**src/rtl/te_sync_detect.sv**
```systemverilog
module te_sync_detect #(
  parameter int HS_CODE_W = 3,
  parameter int VS_CODE_W = 9,
  parameter int LINE_W    = 11
) (
  input  logic                 clk,
  input  logic                 rst_n,
  input  logic                 tick_en,
  input  logic                 te_in,
  input  logic                 te_enable,
  input  logic [1:0]           mode,
  input  logic                 hs_inv,
  input  logic                 vs_inv,
  input  logic [HS_CODE_W-1:0] hs_code,
  input  logic [VS_CODE_W-1:0] vs_code,
  input  logic [LINE_W-1:0]    target_line,
  output logic                 irq_n
);

  localparam int CNT_W = VS_CODE_W + 4;
  localparam logic [CNT_W-1:0]  CNT_MAX  = '1;
  localparam logic [LINE_W-1:0] LINE_MAX = '1;

  logic [CNT_W-1:0]  vs_cnt, hs_cnt;
  logic [LINE_W-1:0] line_cnt, line_next;
  logic              act_v_d, act_h_d, armed, match_q;

  wire act_v  = te_in ^ vs_inv;
  wire act_h  = te_in ^ hs_inv;
  wire run_en = te_enable & mode[1];

  wire [CNT_W-1:0] vs_ticks = (CNT_W'(vs_code) + CNT_W'(1)) << 3;
  wire [CNT_W-1:0] hs_ticks = CNT_W'(hs_code) + CNT_W'(1);

  wire vs_det = run_en & act_v_d & ~act_v & (vs_cnt >= vs_ticks);
  wire hs_det = run_en & act_h_d & ~act_h & (hs_cnt >= hs_ticks) & (hs_cnt < vs_ticks);

  assign line_next = vs_det ? '0 : (line_cnt == LINE_MAX ? line_cnt : line_cnt + 1'b1);

  wire hit = mode[0] ? vs_det
                     : ((vs_det | hs_det) & (vs_det | armed) & (line_next == target_line));

  always_ff @(posedge clk or negedge rst_n) begin
    if (!rst_n) begin
      act_v_d <= 1'b0;
      act_h_d <= 1'b0;
      vs_cnt  <= '0;
      hs_cnt  <= '0;
    end else begin
      act_v_d <= act_v;
      act_h_d <= act_h;
      if (!act_v)                         vs_cnt <= '0;
      else if (tick_en && vs_cnt != CNT_MAX) vs_cnt <= vs_cnt + 1'b1;
      if (!act_h)                         hs_cnt <= '0;
      else if (tick_en && hs_cnt != CNT_MAX) hs_cnt <= hs_cnt + 1'b1;
    end
  end

  always_ff @(posedge clk or negedge rst_n) begin
    if (!rst_n) begin
      line_cnt <= '0;
      armed    <= 1'b0;
      match_q  <= 1'b0;
    end else begin
      match_q <= hit;
      if (!run_en) begin
        line_cnt <= '0;
        armed    <= 1'b0;
      end else begin
        if (vs_det || hs_det) line_cnt <= line_next;
        if (hit)              armed <= 1'b0;
        else if (vs_det)      armed <= 1'b1;
      end
    end
  end

  assign irq_n = ~match_q;

  assert_strobe_one_cycle_R9: assert property (@(posedge clk) disable iff (!rst_n)
    !irq_n |=> irq_n);

  assert_disabled_quiet_R8: assert property (@(posedge clk) disable iff (!rst_n)
    !run_en |=> (irq_n && line_cnt == '0 && !armed));

  assert_vs_clears_line_R2: assert property (@(posedge clk) disable iff (!rst_n)
    vs_det |=> (line_cnt == '0));

  assert_hs_steps_line_R3: assert property (@(posedge clk) disable iff (!rst_n)
    (hs_det && line_cnt != LINE_MAX) |=> (line_cnt == $past(line_cnt) + 1'b1));

  assert_once_per_frame_R7: assert property (@(posedge clk) disable iff (!rst_n)
    (hit && !mode[0]) |=> !armed);

  assert_tick_gating_R10: assert property (@(posedge clk) disable iff (!rst_n)
    (act_v && !tick_en) |=> $stable(vs_cnt));

endmodule

```
**config.mk**
```make
export PLATFORM = sky130hd
export DESIGN_NAME = te_sync_detect
export DESIGN_NICKNAME = d
export VERILOG_FILES = /design/src/rtl/te_sync_detect.sv
export SDC_FILE = /design/constraint.sdc
export NUM_CORES = 1
export LEC_CHECK = 0
export ABC_AREA = 0
export BUFFER_PORTS_ARGS = -buffer_cell sky130_fd_sc_hd__buf_2
export CORE_UTILIZATION = 43
export CTS_BUF_LIST = sky130_fd_sc_hd__clkbuf_16
export DETAILED_ROUTE_END_ITERATION = 12
export GPL_ROUTABILITY_DRIVEN = 1
export PLACE_DENSITY = 0.64
export SYNTH_ARGS = -nofsm -noshare
export SYNTH_HDL_FRONTEND = slang
export SYNTH_SLANG_ARGS = --single-unit
```
**constraint.sdc**
```tcl
create_clock -name clk -period 3.6 [get_ports clk]
set_input_delay 0.54 -clock clk [delete_from_list [all_inputs] [get_ports clk]]
set_output_delay 0.54 -clock clk [all_outputs]
set_load 0.01 [all_outputs]
```
; Word level (Yosys, flattened, before mapping)
; Cells that the tools add are included.
[totals]
regBits = 41
inputBits = 32
word_cells = 55
[op_classes]
n_addsub = 5
order_cmp = 3
n_eq_ne = 8
mux = 12
bitwise_logic = 17
reduce_logical = 3
[op_table]
columns = op, n
row1 = 2-to-1 mux 13 bit, 4
row2 = 2-to-1 mux 11 bit, 4
row3 = adder 13 x 1 -> 13 bit (second input constant), 2
row4 = != test 13 bit (second input constant), 2
row5 = greater-or-equal comparator 13 bit, 1
row6 = greater-or-equal comparator 13 x 4 -> 1 bit, 1
row7 = < comparator 13 bit, 1
row8 = adder 11 x 1 -> 11 bit (second input constant), 1
row9 = == test 11 bit, 1
row10 = == test 11 bit (second input constant), 1
row11 = adder 9 x 1 -> 10 bit (second input constant), 1
row12 = bitwise AND 1 bit, 10
row13 = != test 2 x 1 -> 1 bit (second input constant), 3
row14 = adder 3 x 1 -> 4 bit (second input constant), 1
row15 = 2-to-1 mux 1 bit, 4
row16 = != test 3 x 1 -> 1 bit (second input constant), 1
row17 = NOT 1 bit, 3
row18 = logical AND 1 bit, 2
row19 = bitwise OR 1 bit, 2
row20 = bitwise XOR 1 bit, 2
row21 = logical OR 1 bit, 1

; Logic depth before layout (Yosys ltp)
; Gate-level depths: netlist of the first run.
[logic_depth]
depth_word = 11
ltp_mapped = 13
depth_no_buf = 12

; Worst setup path after synthesis of the first run
; No wires, ideal clock.
[synth_path]
path_kind = input -> register
start = input vs_code[0]
end = register armed
arrival_time_ns = 3.332
required_ns = 3.461
setup_slack_ns = 0.129
path_stages = 12
path_cell_list = ha_1 > xnor2_1 > ha_1 > nor2b_1 > a221oi_1 > maj3_1 > a22oi_1 > o2111ai_2 > a31oi_4 > or4_1 > a2111oi_2 > a211oi_1
[synth_via]
elab_chain_cells = 9
[synth_lines]
columns = element, line
row1 = start: declaration, 15  ; input logic [VS_CODE_W-1:0] vs_code,
row2 = adder 9 x 1 -> 10 bit (*), 32  ; wire [CNT_W-1:0] vs_ticks = (CNT_W'(vs_code) + CNT_W'(1)) << 3;
row3 = greater-or-equal comparator 13 bit or < comparator 13 bit (tied branches), "35, 36"
row4 = "bitwise AND 1 bit, on equally long branches", "35, 36"
row5 = 2-to-1 mux 11 bit or bitwise OR 1 bit (tied branches), "38, 41"
row6 = == test 11 bit or bitwise AND 1 bit (tied branches), 41  ; : ((vs_det | hs_det) & (vs_det | armed) & (line_next == target_line));
row7 = bitwise AND 1 bit, 41
row8 = 2-to-1 mux 1 bit, 40  ; wire hit = mode[0] ? vs_det
row9 = 2-to-1 mux 1 bit, 71  ; if (hit) armed <= 1'b0;
row10 = 2-to-1 mux 1 bit, 66  ; if (!run_en) begin
row11 = end signal: assignment, 68  ; armed <= 1'b0;
row12 = end signal: assignment, 71
row13 = end signal: assignment, 72  ; else if (vs_det) armed <= 1'b1;
row14 = end: declaration, 26  ; logic act_v_d, act_h_d, armed, match_q;
; Every way passes the cells marked *; elsewhere a longest branch is shown, timed or not.
; A chain may end at the register's enable or synchronous reset.

; Worst setup path after layout of the first run
; Same ends and word-level chain as after synthesis.

==> impl_metrics.yaml, run 1 <==
run_status:
  outcome: "completed"
detailed_routing:
  via_count: 2989
  wl_per_cell_um: 14.9
  drc_errors: 0
  wirelength_um: 7740
  drt-pass1-iter-count: 4
  vias_per_cell: 5.77
  drtIter0Drc: 143
  route.antenna.remaining_nets: 0
worst_setup_path:
  timing.critical_path.slowest_stage_cell: "or4_1"
  timing.critical_path.arrival_ns: 3.51
  worstSetupEndpointType: "flip-flop"
  critical_path_class: "input port to flip-flop"
  required_ns: 3.76
  critical_path.cell_chain: "buf_2, ha_1, xnor2_2, ha_1, nor2b_1, a221oi_2, maj3_1, a22oi_1, o2111ai_2, a31oi_4, or4_1, a2111oi_4, a211oi_1"
  critPathBufInv: 1
  crit_path_max_fanout: 3
  worst_path_dominant_cell_family: "compound AO/OA/AOI/OAI gates"
  delay_contributed_by_the_slowest_stage_of_the_critical_path_ns: 0.59
  startpoint_type: "input port"
  cp_common_cell: "ha_1"
synthesis:
  postSynth.asyncResetShare_pct: 100
  syn-instance-count: 384
  synthesis.nets: 433
  post_synth_most_frequent_cells: "dfrtp_1 (41), nor2_1 (41), xnor2_1 (27)"
  synth_enable_flop_cells: 0
  yosysSeqAreaShare_pct: 31.0
  synth_warnings: 0
  synth_area_leader_cell: "dfrtp_1"
  ys.flop_type: "dfrtp_1"
  synth_top_area_share_pct: 31.0
  postSynthAreaPerCell_sq_um: 8.61
  synth.lib_cells_used.distinct: 59
  synth_area_sq_um: 3310
  synth.top_cells.by_area: "dfrtp_1 (31%), xnor2_1 (7.2%), ha_1 (6.4%)"
  synth_seq_cells: 41
floorplanning:
  chipWidth_um: 89.7
  overall_die_height_um: 89.7
  initial_core_util_pct: 45.1
  core_area_sq_um: 7330
  io_pins: 33
  area_of_the_die_sq_um: 8040
  floorplan.rows: 31
clock_network:
  clock_tree_from_tritoncts: "yes"
  post_cts_hold_buffer_count: 0
  tritoncts_buffer_count: 5
  root_buffer_cell: "clkbuf_16"
  tritoncts_num_sinks: 41
  postCtsSetupBuffers: 0
  htree_levels: 2
  clk-insertion-delay-late_ns: 0.29
  clk_slew_on_worst_s_h_paths_ns: 0.06
  clock_path_buffers: 2
  postCtsResizedCells: 0
placed_design:
  pre_cts_ws_ns: -0.130
  io_buffer_count: 32
  place_inst: 510
  detailedPlacementHpwl_um: 5770
  place_congestion: 0.833
cells_and_area:
  fin_cells: 518
  final_nets: 467
  fin_util_pct: 51.9
  n_antenna_cell: 0
  flow.area_growth_from_synthesis_pct: 15.0
  post_route_cells_drive_above_1_share_pct: 15.5
timing:
  fin_hold_ws_ns: 0.418
  grt_setup_unrepaired: "false"
  max-slew-margin-rel_pct: 34.7
  setup_ws_ns: 0.253
  final.setup_skew_ns: 0.00526
  timing_max_transition_violations_final: 0
  worst_slew_pin_slew_ns: 0.980
  final-hold-violation-count: 0
  setup_viol_count_final: 0
  max_freq_mhz: 299
  final.period_utilization_pct: 93.0
  min_period_ns: 3.35
pwr:
  ir_drop_v: 0.000238
  total_leakage_power_nw: 1.58
  powerDensity_nw_per_um2: 310
  totalPowerFinal_mw: 1.18
global_route:
  initial_antenna_violation_count: 0
  grt_max_degree: 42
  globalRouteTotalUtil_pct: 21.0
  gr-total-overflow: 0
  first_global_vias: 2784
  grt_first_pass_wirelength_um: 13000
flow_run:
  maxCapViolCount: 0
worst_hold_path:
  min_path_type: "input port to asynchronous set/reset pin"
[metal layers]
layer | wire length, um | track usage [%]
met1 | 3670 | 27.8
met2 | 3630 | 35.8
met3 | 343 | 2.56
met4 | 98 | 6.49
met5 | 0 | 0
[report_power, final]
group	total (mW)	internal, mW	leakage (nW)	switching (mW)
logic	0.163	0.0677	0.928	0.0955
registers	0.480	0.470	0.565	0.0103
clock network	0.533	0.329	0.0842	0.204
total	1.18	0.866	1.58	0.310
[worst register-to-register path: cells and delay by family, from the launching register on]
family                   cells  cell delay, ns
AO/OA/AOI/OAI                6            1.22
AND/OR/NAND/NOR              2            0.74
adder cells (fa/ha/maj)      2            0.56
flip-flops                   1            0.42
[per-stage QoR]
step	cell area (sq um)	TNS, ns
4_1_cts	3770	0
5_1_grt	3800	0
6_report	3800	0
2_1_floorplan	3310	0
3_5_place_dp	3610	-0.215
3_3_place_gp	3610	-0.105
[layout make-up]
cell class                 count  area, sq um
clock inverter                 3         43.8
clock buffer                   5          125
multi-input combinational    309         2180
timing repair buffer          42          235
inverter                      19         71.3
sequential                    41         1030
fill                         696         3530
tap                           99          124
[state kept, by name, summed over array words and instances (netlist names)]
register,count
line_cnt,11
act_v_d,1
armed,1
act_h_d,1
hs_cnt,13
vs_cnt,13
match_q,1
[kinds of logic (layout without fill, tap and decap cells)]
kind of cell,Yosys count,in the layout,share of synthesized area [%]
and+or+nand+nor,152,152,24.7
xor gates and xnor gates,45,45,12.3
buffers and inverters,34,69,3.94
AOI/OAI and AO/OA,83,83,17.9
muxes,9,9,2.80
adders and majority gates,20,20,7.34
DFF,41,41,31.0
[final timing paths]
check                      startpoint    endpoint  slack (ns)  depth (start not counted)
max                        vs_code[0]       armed        0.25                         13
min                             rst_n  vs_cnt[11]        0.42                          1
max reg2reg                 vs_cnt[5]       armed        0.54                         10
min reg2reg                vs_cnt[12]  vs_cnt[12]        0.58                          2
max in group asynchronous       rst_n  hs_cnt[12]        2.58                          1
min in group clk              mode[0]       armed        0.47                          2
[layout by cell type (no fill, tap or decap), drive strengths merged, types with 3 or more instances in the layout]
master	synthesis	routed
inv	19	20
and4	4	4
nand3	19	19
nand2b	6	6
xor2	17	17
a21oi	19	19
nand4	16	16
maj3	3	3
ha	17	17
nor3b	3	3
nor4b	3	3
a2111oi	3	3
a2bb2oi	3	3
mux2i	7	7
nand2	19	19
o21ai	16	16
a31o	3	3
o2111ai	4	4
buf	4	42
and2	3	3
a31oi	7	7
a211oi	7	7
nor2	41	41
or4	4	4
or3	12	12
nor2b	4	4
nor3	9	9
clkbuf	11	5
xnor2	27	27
and3	6	6
dfrtp	41	41
o211ai	4	4
No activity file was read; power rests on OpenSTA's default activity.
==> inputs of run 2 (changes only) <==
--- a/config.mk
+++ b/config.mk
@@ -7,11 +7,13 @@
 export LEC_CHECK = 0
 export ABC_AREA = 0
 export BUFFER_PORTS_ARGS = -buffer_cell sky130_fd_sc_hd__buf_2
-export CORE_UTILIZATION = 43
+export CELL_PAD_IN_SITES_DETAIL_PLACEMENT = 1
+export CELL_PAD_IN_SITES_GLOBAL_PLACEMENT = 2
+export CORE_UTILIZATION = 37
 export CTS_BUF_LIST = sky130_fd_sc_hd__clkbuf_16
 export DETAILED_ROUTE_END_ITERATION = 12
 export GPL_ROUTABILITY_DRIVEN = 1
-export PLACE_DENSITY = 0.64
+export PLACE_DENSITY = 0.84
 export SYNTH_ARGS = -nofsm -noshare
 export SYNTH_HDL_FRONTEND = slang
 export SYNTH_SLANG_ARGS = --single-unit
==> run 2 against run 1 <==
Non-clock buffer count is 4 higher. Critical path depth unchanged. Sequential share of layout area down 0.26 points. Sequential cell count unchanged. Count of clock-buffer cells in the layout stayed put. Utilization decreased by 7.6 points. First-iteration DRC count is 36% lower. Critical path type unchanged.
==> impl_metrics.yaml, run 2 (synthesis gave the netlist of run 1 again) <==
detailed_routing:
  vias_per_cell: 5.72
  via_count: 3038
  drt-pass1-iter-count: 6
  wirelength_um: 9170
  route.antenna.remaining_nets: 0
  drtIter0Drc: 92
  drc_errors: 0
  wl_per_cell_um: 17.3
placed_design:
  place_congestion: 0.752
  io_buffer_count: 32
  detailedPlacementHpwl_um: 6980
timing:
  final.setup_skew_ns: 0.00512
  final.setup.tns_ns: 0
  final.period_utilization_pct: 94.7
  max_freq_mhz: 293
  setup_viol_count_final: 0
  final-hold-violation-count: 0
  min_period_ns: 3.41
  fin_hold_ws_ns: 0.433
  grt_setup_unrepaired: "false"
  worst_slew_pin_slew_ns: 1.02
  timing_max_transition_violations_final: 0
  max-slew-margin-rel_pct: 32.2
worst_setup_path:
  delay_contributed_by_the_slowest_stage_of_the_critical_path_ns: 0.59
  setup.worst_path.start: "vs_code[0]"
  worst-path-stages: 13
  worst_path_dominant_cell_family: "compound AO/OA/AOI/OAI gates"
  reg2reg_end: "armed"
  critPathBufInv: 1
  critical_path_class: "input port to flip-flop"
  worstSetupEndpointType: "flip-flop"
  worst_r2r_path_depth: 10
  timing.critical_path.arrival_ns: 3.57
  crit_path_max_fanout: 3
  timing.critical_path.slowest_stage_cell: "or4_1"
  startpoint_type: "input port"
  critical_path.reg2reg.startpoint: "vs_cnt[5]"
  timing.reg2reg.setup_slack_ns: 0.52
  cp_common_cell: "ha_1"
  critical_path.cell_chain: "buf_2, ha_1, xnor2_2, ha_1, nor2b_1, a221oi_1, maj3_1, a22oi_1, o2111ai_2, a31oi_4, or4_1, a2111oi_4, a211oi_1"
  required_ns: 3.76
global_route:
  first_global_vias: 3101
  gr-total-overflow: 0
  grt_max_degree: 42
  globalRouteTotalUtil_pct: 21.2
  grt_first_pass_wirelength_um: 15100
  initial_antenna_violation_count: 0
floorplanning:
  floorplan.rows: 34
  overall_die_height_um: 96.5
  chipWidth_um: 96.5
  core_area_sq_um: 8680
  io_pins: 33
  initial_core_util_pct: 38.1
  area_of_the_die_sq_um: 9320
clock_network:
  clock_path_buffers: 2
  tritoncts_buffer_count: 5
  clk_slew_on_worst_s_h_paths_ns: 0.06
  tritoncts_num_sinks: 41
  postCtsSetupBuffers: 0
  htree_levels: 2
  clock_tree_from_tritoncts: "yes"
  root_buffer_cell: "clkbuf_16"
  clk-insertion-delay-late_ns: 0.29
flow_run:
  maxCapViolCount: 0
cells_and_area:
  post_route_cells_drive_above_1_share_pct: 16.1
  n_antenna_cell: 0
  flow.area_growth_from_synthesis_pct: 16.1
  mostFrequentLayoutCells: "nor2_1 (41), dfrtp_1 (41), buf_2 (32)"
  final_nets: 471
  reg.largest.list: "hs_cnt (13), vs_cnt (13), line_cnt (11)"
pwr:
  ir_drop_v: 0.000145
  total_leakage_power_nw: 1.59
  powerDensity_nw_per_um2: 305
run_status:
  outcome: "completed"
worst_hold_path:
  min_path_type: "input port to asynchronous set/reset pin"
[run 2: cell count changes in the layout (fill, tap and decap cells not counted)]
cell	change
a221oi_1	+1
a221oi_2	-1
buf_4	+4
clkinv_2	-1
clkinv_4	+1
clkinvlp_4	+1
inv_6	-1
[run 2: cell type report]
class / count / area (sq um)
clock inverter: 3 / 46.3
multi-input combinational: 309 / 2170
sequential: 41 / 1030
tap: 108 / 135
timing repair buffer: 46 / 265
clock buffer: 5 / 125
inverter: 19 / 71.3
fill: 1040 / 4840
[run 2: metrics by stage]
stage	power, mW	std cells	setup slack [ns]	utilization (%)	area, sq um
6_report	1.17	531	0.192	44.2	3840
3_3_place_gp	0.651	523	-0.0807	42.0	3650
4_1_cts	1.19	531	0.0946	44.0	3820
5_1_grt	1.23	531	0.00561	44.2	3840
2_1_floorplan	0.580	384	0.129	-	3310
3_5_place_dp	0.657	523	-0.198	42.0	3650
[run 2: how the worst max path moves through the flow]
| stage | endpoint | slack [ns] |
|---|---|---|
| 3_3_place_gp | armed | -0.08 |
| 5_1_grt | armed | 0.006 |
| 4_1_cts | armed | 0.09 |
| 3_5_place_dp | armed | -0.20 |
| 2_1_floorplan | armed | 0.13 |
| 6_report | armed | 0.19 |
[run 2: routing by layer]
metal,track usage [%],part of all wire (%),vias up
li1,-,-,1482
met1,26.5,45,1510
met2,38.6,51,40
met3,3.13,3.2,6
met4,4.41,0.85,0
met5,0,0,-
[run 2: what timing repair did]
action / in CTS / in global routing
gates resized for setup: 0 / 2
hold buffers: 0 / 0
endpoints found under the setup margin: 0 / 2
[run 2: power by group]
group	total [mW]	internal [mW]	switching, mW
clock network	0.521	0.328	0.193
logic	0.168	0.0694	0.0986
registers	0.480	0.470	0.0103
